===== config.mk =====
export PLATFORM = sky130hd
export DESIGN_NAME = axil_reg_bridge
export DESIGN_NICKNAME = d
export VERILOG_FILES = /design/src/rtl/axil_bridge_pkg.sv /design/src/rtl/axil_grant.sv /design/src/rtl/axil_slot_fsm.sv /design/src/rtl/axil_addr_map.sv /design/src/rtl/axil_rdata_hold.sv /design/src/rtl/axil_reg_bridge.sv
export SDC_FILE = /design/constraint.sdc
export NUM_CORES = 1
export LEC_CHECK = 0
export ABC_AREA = 1
export BUFFER_PORTS_ARGS = -buffer_cell sky130_fd_sc_hd__buf_2
export CAP_MARGIN = 20
export CORE_MARGIN = 1
export CORE_UTILIZATION = 42
export DETAILED_ROUTE_END_ITERATION = 10
export GPL_ROUTABILITY_DRIVEN = 0
export HOLD_SLACK_MARGIN = 0.02
export PLACE_DENSITY = 0.8
export SLEW_MARGIN = 20
export SYNTH_ARGS = -nofsm -noshare
export SYNTH_HDL_FRONTEND = slang
export SYNTH_SLANG_ARGS = --single-unit

===== constraint.sdc =====
create_clock -name clk -period 3.4 [get_ports clk]
set_input_delay 0.17 -clock clk [delete_from_list [all_inputs] [get_ports clk]]
set_output_delay 0.17 -clock clk [all_outputs]
set_load 0.03 [all_outputs]

===== src/rtl/axil_bridge_pkg.sv =====
package axil_bridge_pkg;

  typedef enum logic [2:0] {
    SL_IDLE,
    SL_W_ACC,
    SL_W_WAIT,
    SL_B_RESP,
    SL_R_ACC,
    SL_R_WAIT,
    SL_R_RESP
  } slot_state_e;

  typedef enum logic [1:0] {
    GR_NONE,
    GR_WRITE,
    GR_READ
  } grant_e;

  localparam logic [1:0] RESP_OKAY = 2'b00;

endpackage


===== src/rtl/axil_grant.sv =====
module axil_grant
  import axil_bridge_pkg::*;
(
  input  logic   slot_free,
  input  logic   wr_pair,
  input  logic   rd_ask,
  output grant_e grant
);

  // fixed priority: a complete write always beats a read
  always_comb begin
    if (!slot_free)   grant = GR_NONE;
    else if (wr_pair) grant = GR_WRITE;
    else if (rd_ask)  grant = GR_READ;
    else              grant = GR_NONE;
  end

endmodule


===== src/rtl/axil_slot_fsm.sv =====
module axil_slot_fsm
  import axil_bridge_pkg::*;
(
  input  logic clk,
  input  logic rst,
  input  logic wr_pair,
  input  logic rd_ask,
  input  logic wr_ack,
  input  logic rd_ack,
  input  logic bready,
  input  logic rready,
  output logic awready,
  output logic wready,
  output logic arready,
  output logic bvalid,
  output logic rvalid,
  output logic wr_req,
  output logic rd_req,
  output logic ld_waddr,
  output logic ld_raddr,
  output logic ld_rdata
);

  slot_state_e state;
  grant_e      grant;

  axil_grant u_grant (
    .slot_free (state == SL_IDLE),
    .wr_pair   (wr_pair),
    .rd_ask    (rd_ask),
    .grant     (grant)
  );

  assign ld_waddr = (state == SL_W_ACC);
  assign ld_raddr = (state == SL_R_ACC);
  assign ld_rdata = (state == SL_R_WAIT) && rd_ack;

  always_ff @(posedge clk) begin
    if (rst) begin
      state   <= SL_IDLE;
      awready <= 1'b0;
      wready  <= 1'b0;
      arready <= 1'b0;
      bvalid  <= 1'b0;
      rvalid  <= 1'b0;
      wr_req  <= 1'b0;
      rd_req  <= 1'b0;
    end else begin
      awready <= 1'b0;
      wready  <= 1'b0;
      arready <= 1'b0;
      wr_req  <= 1'b0;
      rd_req  <= 1'b0;
      case (state)
        SL_IDLE: begin
          case (grant)
            GR_WRITE: begin
              state   <= SL_W_ACC;
              awready <= 1'b1;
              wready  <= 1'b1;
            end
            GR_READ: begin
              state   <= SL_R_ACC;
              arready <= 1'b1;
            end
            default: ;
          endcase
        end
        SL_W_ACC: begin
          state  <= SL_W_WAIT;
          wr_req <= 1'b1;
        end
        SL_W_WAIT: begin
          if (wr_ack) begin
            state  <= SL_B_RESP;
            bvalid <= 1'b1;
          end
        end
        SL_B_RESP: begin
          if (bready) begin
            state  <= SL_IDLE;
            bvalid <= 1'b0;
          end
        end
        SL_R_ACC: begin
          state  <= SL_R_WAIT;
          rd_req <= 1'b1;
        end
        SL_R_WAIT: begin
          if (rd_ack) begin
            state  <= SL_R_RESP;
            rvalid <= 1'b1;
          end
        end
        SL_R_RESP: begin
          if (rready) begin
            state  <= SL_IDLE;
            rvalid <= 1'b0;
          end
        end
        default: state <= SL_IDLE;
      endcase
    end
  end

endmodule


===== src/rtl/axil_addr_map.sv =====
module axil_addr_map #(
  parameter int AXI_ADDR_W = 16,
  parameter int REG_ADDR_W = 14,
  parameter int DATA_W     = 32
) (
  input  logic                  clk,
  input  logic                  ld_waddr,
  input  logic                  ld_raddr,
  input  logic [AXI_ADDR_W-1:0] awaddr,
  input  logic [AXI_ADDR_W-1:0] araddr,
  input  logic [DATA_W-1:0]     wdata,
  output logic [REG_ADDR_W-1:0] reg_addr,
  output logic [DATA_W-1:0]     reg_wdata
);

  localparam int LSB   = $clog2(DATA_W / 8);
  localparam int AVAIL = AXI_ADDR_W - LSB;

  logic [REG_ADDR_W-1:0] aw_word;
  logic [REG_ADDR_W-1:0] ar_word;
  logic                  unused_addr_bits;

  generate
    if (AVAIL >= REG_ADDR_W) begin : g_slice
      assign aw_word = awaddr[LSB +: REG_ADDR_W];
      assign ar_word = araddr[LSB +: REG_ADDR_W];
    end else begin : g_extend
      assign aw_word = {{(REG_ADDR_W - AVAIL){1'b0}}, awaddr[AXI_ADDR_W-1:LSB]};
      assign ar_word = {{(REG_ADDR_W - AVAIL){1'b0}}, araddr[AXI_ADDR_W-1:LSB]};
    end
  endgenerate

  // byte-lane and out-of-range bits carry no meaning here
  assign unused_addr_bits = ^{awaddr, araddr};

  always_ff @(posedge clk) begin
    if (ld_waddr) begin
      reg_addr  <= aw_word;
      reg_wdata <= wdata;
    end else if (ld_raddr) begin
      reg_addr  <= ar_word;
    end
  end

endmodule


===== src/rtl/axil_rdata_hold.sv =====
module axil_rdata_hold #(
  parameter int DATA_W = 32
) (
  input  logic              clk,
  input  logic              ld,
  input  logic [DATA_W-1:0] d,
  output logic [DATA_W-1:0] q
);

  always_ff @(posedge clk) begin
    if (ld) q <= d;
  end

endmodule


===== src/rtl/axil_reg_bridge.sv =====
module axil_reg_bridge
  import axil_bridge_pkg::*;
#(
  parameter int AXI_ADDR_W = 16,
  parameter int REG_ADDR_W = 14,
  parameter int DATA_W     = 32
) (
  input  logic                  clk,
  input  logic                  rst,
  input  logic [AXI_ADDR_W-1:0] s_awaddr,
  input  logic [2:0]            s_awprot,
  input  logic                  s_awvalid,
  output logic                  s_awready,
  input  logic [DATA_W-1:0]     s_wdata,
  input  logic                  s_wvalid,
  output logic                  s_wready,
  output logic [1:0]            s_bresp,
  output logic                  s_bvalid,
  input  logic                  s_bready,
  input  logic [AXI_ADDR_W-1:0] s_araddr,
  input  logic [2:0]            s_arprot,
  input  logic                  s_arvalid,
  output logic                  s_arready,
  output logic [DATA_W-1:0]     s_rdata,
  output logic [1:0]            s_rresp,
  output logic                  s_rvalid,
  input  logic                  s_rready,
  output logic [REG_ADDR_W-1:0] reg_addr,
  output logic [DATA_W-1:0]     reg_wdata,
  output logic                  reg_wr_req,
  input  logic                  reg_wr_ack,
  output logic                  reg_rd_req,
  input  logic                  reg_rd_ack,
  input  logic [DATA_W-1:0]     reg_rdata
);

  logic ld_waddr;
  logic ld_raddr;
  logic ld_rdata;
  logic unused_prot;

  // protection attributes are accepted but carry no meaning here
  assign unused_prot = ^{s_awprot, s_arprot};

  assign s_bresp = RESP_OKAY;
  assign s_rresp = RESP_OKAY;

  axil_slot_fsm u_fsm (
    .clk      (clk),
    .rst      (rst),
    .wr_pair  (s_awvalid && s_wvalid),
    .rd_ask   (s_arvalid),
    .wr_ack   (reg_wr_ack),
    .rd_ack   (reg_rd_ack),
    .bready   (s_bready),
    .rready   (s_rready),
    .awready  (s_awready),
    .wready   (s_wready),
    .arready  (s_arready),
    .bvalid   (s_bvalid),
    .rvalid   (s_rvalid),
    .wr_req   (reg_wr_req),
    .rd_req   (reg_rd_req),
    .ld_waddr (ld_waddr),
    .ld_raddr (ld_raddr),
    .ld_rdata (ld_rdata)
  );

  axil_addr_map #(
    .AXI_ADDR_W (AXI_ADDR_W),
    .REG_ADDR_W (REG_ADDR_W),
    .DATA_W     (DATA_W)
  ) u_map (
    .clk       (clk),
    .ld_waddr  (ld_waddr),
    .ld_raddr  (ld_raddr),
    .awaddr    (s_awaddr),
    .araddr    (s_araddr),
    .wdata     (s_wdata),
    .reg_addr  (reg_addr),
    .reg_wdata (reg_wdata)
  );

  axil_rdata_hold #(
    .DATA_W (DATA_W)
  ) u_rhold (
    .clk (clk),
    .ld  (ld_rdata),
    .d   (reg_rdata),
    .q   (s_rdata)
  );

endmodule


# Word level (Yosys, flattened, before mapping)
# Cells that the tools add are included.
[classes]
reduce_logical = 10
n_bitwise = 1
n_mux = 21
n_eq_ne = 13
[op_table]
columns = ["cell", "n"]
rows = [
  ["$mux 14", 2],
  ["$pmux 3 s7", 1],
  ["$mux 3", 4],
  ["$eq 3x3->1 const B", 3],
  ["$mux 1", 8],
  ["$ne 2x2->1 const B", 4],
  ["$eq 3x2->1 const B", 2],
  ["$mux 2", 3],
  ["$pmux 3 s2", 1],
  ["$reduce_and 3->1", 2],
  ["$reduce_bool 2->1", 3],
  ["$reduce_and 5->1", 1],
  ["$pmux 1 s2", 2],
  ["$eq 3x1->1 const B", 1],
  ["$logic_not 3->1", 1],
  ["$ne 3x1->1 const B", 1],
  ["$eq 2x1->1 const B", 1],
  ["$eq 2x2->1 const B", 1],
  ["$logic_and 1x1->1", 2],
  ["$reduce_or 2->1", 1],
  ["$not 1->1", 1],
]
[word_totals]
ff_bits = 87
wordCells = 55

# Logic depth before layout (Yosys ltp)
# Gate-level depths: netlist of run 1.
[depth]
ltp_word = 6
ltp_mapped = 10
ltp_nobuf = 9

# Modules after synthesis
# A second synthesis of run 1 with hierarchy kept.
[hier_totals]
hier_cells = 204
hier_area_um2 = 3064.2
[by_module_without_submodules]
columns = ["module", "n_inst", "area_each_um2", "cells_per_inst"]
rows = [
  ["axil_addr_map", 1, 1567.8, 92],
  ["axil_rdata_hold", 1, 960.9, 32],
  ["axil_slot_fsm", 1, 476.7, 69],
  ["axil_reg_bridge", 1, 41.3, 7],
  ["axil_grant", 1, 17.5, 4],
]

# Least setup slack after synthesis of run 1
# Ideal clock, no wire load.
[synth_timing]
path_type = "reg-to-reg"
startpoint = "register u_fsm.state[2]"
endpoint = "register u_rhold.q[0], enable pin"
synth_period_minus_slack_ns = 2.386
path_stages_with_launch = 4
t_required_ns = 2.978
setup_slack_ns = 1.014
path_buffers = 1
arrival_time_ns = 1.963
cell_sequence = "dfxtp_1 -> buf_6 -> nand3_1 -> nor2_1"
[synth_between]
elab_chain_len = 2
[synth_rtl]
columns = ["element", "line_no", "text"]
rows = [
  ["start: declaration", "axil_slot_fsm.sv:24", "slot_state_e state;"],
  ["start signal: assignment", "axil_slot_fsm.sv:40", "state <= SL_IDLE;"],
  ["start signal: assignment", "axil_slot_fsm.sv:58", "state <= SL_W_ACC;"],
  ["start signal: assignment", "axil_slot_fsm.sv:63", "state <= SL_R_ACC;"],
  ["$eq 3x3->1", "axil_slot_fsm.sv:36", "assign ld_rdata = (state == SL_R_WAIT) && rd_ack;"],
  ["$logic_and 1x1->1", "axil_slot_fsm.sv:36", ""],
  ["via ld_rdata", "axil_reg_bridge.sv:39", "logic ld_rdata;"],
  ["end signal: assignment", "axil_rdata_hold.sv:11", "if (ld) q <= d;"],
  ["end: declaration", "axil_rdata_hold.sv:7", "output logic [DATA_W-1:0] q"],
]
# The timed path passes the listed nets, and every way through them passes these cells.
# A chain may end at the register's enable or synchronous reset.

# Final worst setup path of run 1
[layout_timing]
startpoint = "register u_fsm.state[0]"
endpoint = "register u_map.reg_addr[8], enable pin"
[layout_between]
elab_chain_len = 2
[layout_rtl]
columns = ["element", "line_no", "text"]
rows = [
  ["$eq 3x1->1 or $eq 3x3->1 (tied branches)", "axil_slot_fsm.sv:34, axil_slot_fsm.sv:35", ""],
  ["$reduce_bool 2->1 (no source line) (*)", "--", ""],
  ["end signal: assignment", "axil_addr_map.sv:38", "reg_addr <= aw_word;"],
  ["end signal: assignment", "axil_addr_map.sv:41", "reg_addr <= ar_word;"],
  ["end: declaration", "axil_addr_map.sv:12", "output logic [REG_ADDR_W-1:0] reg_addr,"],
]
# Mark *: on every way between the ends. The rest lies on a longest branch, timed or not.

==> run_results.csv, run 1 <==
group,metric,value,unit
synth,synth_top_area_share,75.33,%
route,drc,0,
cts,root_buffer,"clkbuf_8",
synth,synth.top_cells.by_area,"edfxtp_1 (75%), nand2_1 (6.8%), dfxtp_1 (5.8%)",
die,ios,200,
synth,synth-warning-count,0,
die,core_area,0.007214,mm^2
synth,ys_types,19,
setup_path,crit_path_max_fanout,16,
cells_and_area,drive_gt1_share,47.94,%
die,die_h,88.04,um
timing,max_freq,575.6,MHz
grt,grt_util_met1,22.61,%
cts,clk_path_buf_depth,2,
die,start_util,43.10,%
synth,synth_edf_count,78,
cts,post_cts_resized,0,
power_and_ir_drop,p_leak,2.247,nW
route,drt-initial-drc-count,119,
placement,dp_hpwl,5.045,mm
grt,use_met3,5.749,%
synth,ys_seq_elements,87,
power_and_ir_drop,peakVddDrop,0.5782,mV
timing,worst_pin_slew,0.6080,ns
grt,grt_use_total,22.03,%
grt,grt_pass1_vias,2459,
synth,yosysSeqAreaShare,81.13,%
status,status,"completed",
timing,rsz0062_at_grt,"no",
cts,h-tree-depth,3,
die,dieArea,0.007751,mm^2
timing,clock_skew,0.006317,ns
grt,use_met2,41.37,%
grt,grt_max_degree,47,
placement,portBuffers,185,
synth,synth_ff_type,"edfxtp_1",
cts,cts.reportedPaths.clkPinSlew,0.08,ns
synth,synth_most_common_cell,"edfxtp_1",
synth,synth_common_cells,"edfxtp_1 (78), nand2_1 (56), dfxtp_1 (9), inv_1 (9), nor2_1 (7)",
grt,grt_pass1_wl,12.20,mm
synth,async_flop_share,0,%
worst_hold_path,hold_path.class,"input pin to flop",
timing,setup_violations,0,
route,wirelength,8.581,mm
cts,cts_buffers,9,
timing,setup-tns-final,0,ns
grt,overflow,0,
timing,post-route-period-util,51.10,%
setup_path,path_class,"flop to flop",
route,ant_nets,0,
cells_and_area,syn_to_final_growth,59.11,%
timing,period_minus_slack,1.737,ns
route,drtPass1Iterations,6,
synth,synth.avg_cell_area,15.55,um^2
grt,busiest_layer,"met2",
die,die_x,88.04,um
cells_and_area,nNetsFinal,567,
cts,clock-sinks,87,
placement,dp.cells,480,
synth,yosys.area.top_type,"edfxtp_1",
route,vias,2503,
job,drv_cap,0,
die,row_count,31,
setup_path,critical_path_arrival,1.72,ns
setup_path,endpoint_kind,"flop",
timing,relSlewSlack,59.37,%
setup_path,worstPathRequired,3.38,ns
synth,postSynthCellCount,200,
power_and_ir_drop,power.density,717.8,mW/mm^2
setup_path,critPathLaunchType,"flop",
timing,hold_viol,0,
route,avgViaCountPerCell,4.462,
cells_and_area,fin_cells,561,
cts,cts_tree,"done",
synth,syn_area,0.003109,mm^2
timing,maxSlewViolCount,0,
grt,antenna_found_initial,1,
route,wl_per_cell,15.30,um
cts,insertion_delay,0.35,ns
## power breakdown
group          internal, mW  switching (mW)
Clock                 0.341           0.373
Combinational         0.347           0.896
Sequential             1.48           0.112
Total                  2.17            1.38
## layout by cell type (no fill, tap or decap), drive strengths merged
master | Yosys | final
nand2 | 64 | 64
diode | 0 | 1
a21oi | 5 | 5
o21ai | 1 | 1
dlygate4sd3 | 0 | 64
buf | 9 | 187
nand3 | 6 | 6
bufinv | 0 | 1
clkinvlp | 0 | 2
nand4 | 3 | 3
inv | 12 | 14
conb | 1 | 4
nor2 | 12 | 12
clkinv | 0 | 2
clkbuf | 0 | 9
dfxtp | 9 | 9
edfxtp | 78 | 78
## stage by stage
step                setup slack, ns  hold slack, ns  total power [mW]  instance area [um^2]  util (%)
floorplan                     1.014          0.2391             2.465                  3120         -
global placement              1.641          0.3469             2.760                  4109     56.95
detailed placement            1.605          0.3481             2.791                  4109     56.95
CTS                           1.586         0.03587             3.549                  4945     68.54
global route                  1.516         0.06922             3.726                  4947     68.57
finish                        1.663         0.05605             3.551                  4947     68.57
## path summary, 6_finish.rpt
path	from	to	slack (ns)	cells after the start
setup / recovery	u_fsm.state[0]	u_map.reg_addr[8]	1.66	4
hold / removal	rst	u_fsm.rd_req	0.06	2
setup reg to reg	u_fsm.state[0]	u_map.reg_addr[8]	1.66	4
hold reg to reg	u_fsm.bvalid	u_fsm.bvalid	0.48	2
## layer usage
metal  vias up  part of all wire (%)
met4         0                   2.5
met1      1180                    36
met3        21                   6.4
li1       1191                     -
met5         -                     0
met2       111                    55
## sequential cells by signal, indices dropped and copies added, names as in the netlist
register,count
u_fsm.bvalid,1
u_fsm.state,3
u_fsm.wr_req,1
u_rhold.q,32
u_map.reg_addr,14
u_map.reg_wdata,32
u_fsm.wready,1
u_fsm.rd_req,1
u_fsm.arready,1
u_fsm.rvalid,1
## final cells by class
cell class	instances	area [um^2]
Clock buffer	9	123.9
Timing Repair Buffer	251	1582
Inverter	12	52.55
Multi-Input combinational cell	95	469.2
Antenna cell	1	2.502
Tap cell	99	123.9
Clock inverter	7	71.32
Sequential cell	87	2522
Fill cell	525	2267
## repair_timing
item                                   4_1_cts  5_1_grt
endpoints found under the hold margin       64        0
buffers inserted                             0        0
hold buffers                                64        0
## worst max-delay path, cell delays in order (launching register included)
cell     delay (ns)
dfxtp_1        0.58
nand2_4        0.12
nor2_8         0.11
inv_4          0.10
nand2_1        0.47
## cell families (layout without fill, tap and decap cells)
family | Yosys count | in the layout | share of synthesized area, %
AO/OA/AOI/OAI | 6 | 6 | 0.9655
buffers and inverters | 21 | 279 | 4.225
flip-flops | 87 | 87 | 81.13
other | 1 | 5 | 0.1206
AND/OR/NAND/NOR | 85 | 85 | 13.56
No activity file was read; power rests on OpenSTA's default activity.
==> run 2: changes to the inputs <==
==> constraint.sdc (replaced) <==
create_clock -name clk -period 1.65 [get_ports clk]
set_input_delay 0.0825 -clock clk [delete_from_list [all_inputs] [get_ports clk]]
set_output_delay 0.0825 -clock clk [all_outputs]
set_load 0.03 [all_outputs]
==> run 2 against run 1 <==
Sequential power rose by 100%. Fmax is 17% higher. Sequential cell count stayed put. Combinational power increased by 120%. Non-clock buffer count grew 35. Wire length rose by 4.8%. Die area unchanged. Clock skew up 0.0056 ns. Clock power up 110%. First-iteration DRC count fell by 9.2%. Register-to-register slack worse by 1.5 ns. Critical path type unchanged.
==> run_results.csv, run 2 (synthesized netlist as in run 1, its figures left out) <==
group,metric,value,unit
grt,overflow,0,
power_and_ir_drop,p_int,4.615,mW
cells_and_area,reg_top3,"u_map.reg_wdata (32), u_rhold.q (32), u_map.reg_addr (14)",
cells_and_area,mostFrequentLayoutCell,"buf_2",
setup_path,critPathLaunchType,"flop",
route,avgViaCountPerCell,4.466,
cells_and_area,diodes,0,
cts,root_buffer,"clkbuf_8",
cells_and_area,mostFrequentLayoutCells,"buf_2 (185), dlygate4sd3_1 (96), edfxtp_1 (78)",
setup_path,crit_buf_inv,2,
power_and_ir_drop,power_frac_comb,36.8,%
grt,grt_use_total,23.20,%
timing,max_freq,676.0,MHz
setup_path,worstPathRequired,1.70,ns
grt,grt_max_degree,47,
route,drtPass1Iterations,4,
setup_path,critical_path_arrival,1.53,ns
route,wirelength,8.992,mm
power_and_ir_drop,power.density,1411,mW/mm^2
power_and_ir_drop,p_leak,2.407,nW
grt,grt_pass1_vias,2771,
timing,maxSlewViolCount,0,
setup_path,path_class,"flop to flop",
timing,setup_violations,0,
route,vias,2657,
die,die_h,88.04,um
route,wl_per_cell,15.11,um
power_and_ir_drop,power_frac_seq,43.0,%
route,drt-initial-drc-count,108,
setup_path,crit_path_max_fanout,16,
cts,clk_path_buf_depth,2,
power_and_ir_drop,p_sw_share,38.57,%
setup_path,cp_top_family,"flip-flops",
setup_path,rrSetupSlack,0.17,ns
timing,clock_skew,0.01193,ns
cells_and_area,nNetsFinal,602,
placement,portBuffers,185,
cells_and_area,final_util,73.81,%
timing,setup-tns-final,0,ns
cts,cts_tree,"done",
cts,postCtsSetupBuffers,0,
cells_and_area,drive_gt1_share,45.16,%
setup_path,critPathMaxStageDelay,0.55,ns
placement,dp_hpwl,4.948,mm
setup_path,crit_slowest_cell,"dfxtp_1",
cts,post_cts_resized,0,
cts,cts.reportedPaths.clkPinSlew,0.09,ns
grt,grt_pass1_wl,13.06,mm
cts,clock-sinks,87,
die,row_count,31,
cells_and_area,register_area,0.002522,mm^2
timing,period_minus_slack,1.479,ns
power_and_ir_drop,peakVddDrop,1.083,mV
cts,hold_buffers,96,
die,dieArea,0.007751,mm^2
timing,post-route-period-util,89.65,%
cells_and_area,filler_cell_count,468,
cells_and_area,multi_input_area,474.2,um^2
die,core_area,0.007214,mm^2
cts,h-tree-depth,3,
cts,insertion_delay,0.35,ns
route,ant_nets,0,
cts,cts_buffers,9,
route,drc,0,
timing,hold_viol,0,
die,ios,200,
power_and_ir_drop,power_switching,2.898,mW
job,drv_cap,0,
status,status,"completed",
worst_hold_path,hold_path.class,"input pin to flop",
timing,rsz0062_at_grt,"no",
die,start_util,43.10,%
setup_path,endpoint_kind,"flop",
power_and_ir_drop,p_clk_share,20.2,%
cells_and_area,syn_to_final_growth,71.27,%
die,die_x,88.04,um
setup_path,cp_cell_sequence,"nand2_4, nor2_8, inv_4, nand2_1, buf_4",
grt,antenna_found_initial,0,
[run 2: layer usage]
metal | vias to the layer above | global-route usage, % | share of wire (%)
li1 | 1264 | - | -
met1 | 1247 | 23.04 | 33
met2 | 128 | 44.82 | 57
met3 | 18 | 6.315 | 7.5
met4 | 0 | 10.12 | 2.4
met5 | - | 0 | 0
[run 2: power by group through the flow]
| stage | clock network [mW] | registers (mW) | logic [mW] |
|---|---|---|---|
| 2_1_floorplan | 0 | 4.10 | 0.981 |
| 3_3_place_gp | 0 | 3.22 | 2.51 |
| 3_5_place_dp | 0 | 3.26 | 2.57 |
| 4_1_cts | 1.54 | 3.21 | 2.75 |
| 5_1_grt | 1.65 | 3.28 | 2.98 |
| 6_report | 1.52 | 3.23 | 2.76 |
[run 2: through the flow]
step                      cells  worst slack (ns)  total power, mW  hold WS [ns]  cell area (um^2)
after floorplan             203            0.1262            5.082        0.1516              3128
after CTS                   595            0.1692            7.505       0.07799              5325
final                       595            0.1708            7.513       0.09187              5325
after global placement      483            0.2375            5.736        0.2594              4161
after global routing        595           0.05192            7.909        0.1452              5325
after detailed placement    483            0.1875            5.826        0.2606              4161
[run 2: worst paths after layout]
| path | from | to | depth (start not counted) |
|---|---|---|---|
| hold / removal | s_awvalid | u_fsm.arready | 4 |
| hold reg to reg | u_fsm.bvalid | u_fsm.bvalid | 2 |
| setup reg to reg | u_fsm.state[0] | u_map.reg_addr[1] | 5 |
| setup / recovery | u_fsm.state[0] | u_map.reg_addr[1] | 5 |
[run 2: area by class of cell]
class                      count  share of cell area [%]
sequential                    87                   47.37
tap                           99                   2.326
clock buffer                   9                   2.326
timing repair buffer         286                   36.61
multi-input combinational     95                   8.905
inverter                      12                  0.9868
clock inverter                 7                   1.480
[run 2: worst register-to-register path, stage by stage (launching register included)]
cell and delay [ns]:
dfxtp_1 0.55, nand2_4 0.12, nor2_8 0.13, inv_4 0.10, nand2_1 0.07, buf_4 0.22
==> run 3: changes to the inputs <==
--- a/config.mk
+++ b/config.mk
@@ -14,6 +14,7 @@
 export GPL_ROUTABILITY_DRIVEN = 0
 export HOLD_SLACK_MARGIN = 0.02
 export PLACE_DENSITY = 0.8
+export RECOVER_POWER = 50
 export SLEW_MARGIN = 20
 export SYNTH_ARGS = -nofsm -noshare
 export SYNTH_HDL_FRONTEND = slang
==> run 3 against run 2 <==
Worst setup slack improved by 0.013 ns. Clock power barely moved. Clock skew barely moved. Die area did not move. Non-clock buffer count did not move. Total power fell by 0.75%. Hold slack barely moved. Critical path type unchanged.
==> run_results.csv, run 3 (synthesized netlist as in run 1, its figures left out) <==
group,metric,value,unit
status,status,"completed",
setup_path,critPathLaunchType,"flop",
setup_path,critical_path_arrival,1.51,ns
die,dieArea,0.007751,mm^2
cts,clock-sinks,87,
timing,maxSlewViolCount,0,
grt,grt_max_degree,47,
cells_and_area,syn_to_final_growth,68.45,%
cells_and_area,mostFrequentLayoutCell,"buf_2",
timing,rsz0062_at_grt,"no",
cells_and_area,nNetsFinal,602,
power_and_ir_drop,p_int,4.543,mW
placement,dpl_cell_area,0.004161,mm^2
timing,worst_slack,0.1840,ns
power_and_ir_drop,p_total,7.457,mW
die,row_count,31,
setup_path,cp_top_family,"flip-flops",
route,vias,2657,
cells_and_area,mostFrequentLayoutCells,"buf_2 (115), dlygate4sd3_1 (96), edfxtp_1 (78)",
cts,insertion_delay,0.34,ns
cts,cts_buffers,9,
setup_path,crit_slowest_cell,"dfxtp_1",
cells_and_area,reg_top3,"u_map.reg_wdata (32), u_rhold.q (32), u_map.reg_addr (14)",
timing,hold_viol,0,
route,ant_nets,0,
route,wl_per_cell,15.22,um
die,core_area,0.007214,mm^2
timing,setup-tns-final,0,ns
route,drtPass1Iterations,4,
setup_path,worstPathRequired,1.70,ns
grt,grt_pass1_vias,2771,
worst_hold_path,hold_path.class,"input pin to flop",
placement,dp_hpwl,4.948,mm
timing,setup_violations,0,
cts,clk_path_buf_depth,2,
setup_path,cp_cell_sequence,"nand2_4, nor2_8, inv_4, nand2_1, buf_4",
grt,overflow,0,
grt,grt_pass1_wl,13.06,mm
power_and_ir_drop,p_clk_share,20.4,%
placement,portBuffers,185,
die,ios,200,
placement,pre_cts_slack,0.1875,ns
timing,clock_skew,0.01169,ns
cts,root_buffer,"clkbuf_8",
timing,post-route-period-util,88.85,%
cts,cts_tree,"done",
power_and_ir_drop,p_leak,2.209,nW
job,drv_cap,0,
cts,postCtsSetupBuffers,0,
power_and_ir_drop,power_switching,2.914,mW
route,wirelength,9.054,mm
timing,period_minus_slack,1.466,ns
cells_and_area,design_area,0.005238,mm^2
die,die_x,88.04,um
die,die_h,88.04,um
cts,post_cts_resized,0,
setup_path,crit_path_max_fanout,16,
setup_path,path_class,"flop to flop",
route,drc,0,
die,start_util,43.10,%
cts,h-tree-depth,3,
timing,max_freq,682.1,MHz
power_and_ir_drop,power_frac_comb,36.1,%
route,drt-initial-drc-count,103,
power_and_ir_drop,peakVddDrop,1.090,mV
setup_path,endpoint_kind,"flop",
setup_path,crit_buf_inv,2,
cells_and_area,drive_gt1_share,31.25,%
cts,cts.reportedPaths.clkPinSlew,0.09,ns
power_and_ir_drop,power_frac_seq,43.4,%
power_and_ir_drop,p_sw_share,39.08,%
grt,antenna_found_initial,0,
route,avgViaCountPerCell,4.466,
cts,hold_buffers,96,
power_and_ir_drop,power.density,1424,mW/mm^2
cells_and_area,diodes,0,
setup_path,critPathMaxStageDelay,0.53,ns
grt,grt_use_total,23.20,%
==> run 3: cell count changes in the layout (fill, tap and decap cells not counted), sizes merged <==
cell,delta
clkbuf,+69
buf,-69
==> run 3: layout make-up <==
type | instances | area (um^2)
Tap cell | 99 | 123.9
Multi-Input combinational cell | 95 | 471.7
Sequential cell | 87 | 2522
Fill cell | 510 | 1977
Timing Repair Buffer | 286 | 1864
Inverter | 12 | 52.55
Clock inverter | 7 | 78.83
Clock buffer | 9 | 123.9
==> run 3: path summary, 6_finish.rpt <==
check,from,to,slack (ns),cells past startpoint
worst max register to register,u_fsm.state[0],u_map.reg_addr[1],0.18,5
worst min register to register,u_fsm.bvalid,u_fsm.bvalid,0.47,2
worst max-delay path,u_fsm.state[0],u_map.reg_addr[1],0.18,5
worst min-delay path,s_awvalid,u_fsm.arready,0.09,4
==> run 3: power by group through the flow <==
stage / logic (mW) / clock network [mW] / registers, mW
floorplan: 0.981 / 0 / 4.10
global placement: 2.51 / 0 / 3.22
detailed placement: 2.57 / 0 / 3.26
CTS: 2.75 / 1.54 / 3.21
global route: 2.91 / 1.65 / 3.29
finish: 2.70 / 1.52 / 3.24
==> run 3: per-layer routing <==
| metal | GRT usage, % | share of wire, % | vias to the layer above |
|---|---|---|---|
| met5 | 0 | 0 | - |
| met4 | 10.12 | 2.3 | 0 |
| met3 | 6.315 | 7.2 | 18 |
| met2 | 44.82 | 57 | 124 |
| met1 | 23.04 | 33 | 1249 |
| li1 | - | - | 1266 |
==> run 3: metrics by stage <==
stage / hold WS, ns / util [%] / cells
CTS: 0.07799 / 73.81 / 595
global placement: 0.2594 / 57.68 / 483
global route: 0.1452 / 72.60 / 595
detailed placement: 0.2606 / 57.68 / 483
floorplan: 0.1516 / - / 203
finish: 0.09216 / 72.60 / 595
==> run 3: worst reg2reg max path: cells and delay by family (launching register included) <==
| family | cells | cell delay (ns) |
|---|---|---|
| flip-flops | 1 | 0.53 |
| AND/OR/NAND/NOR | 3 | 0.32 |
| buffers and inverters | 2 | 0.32 |
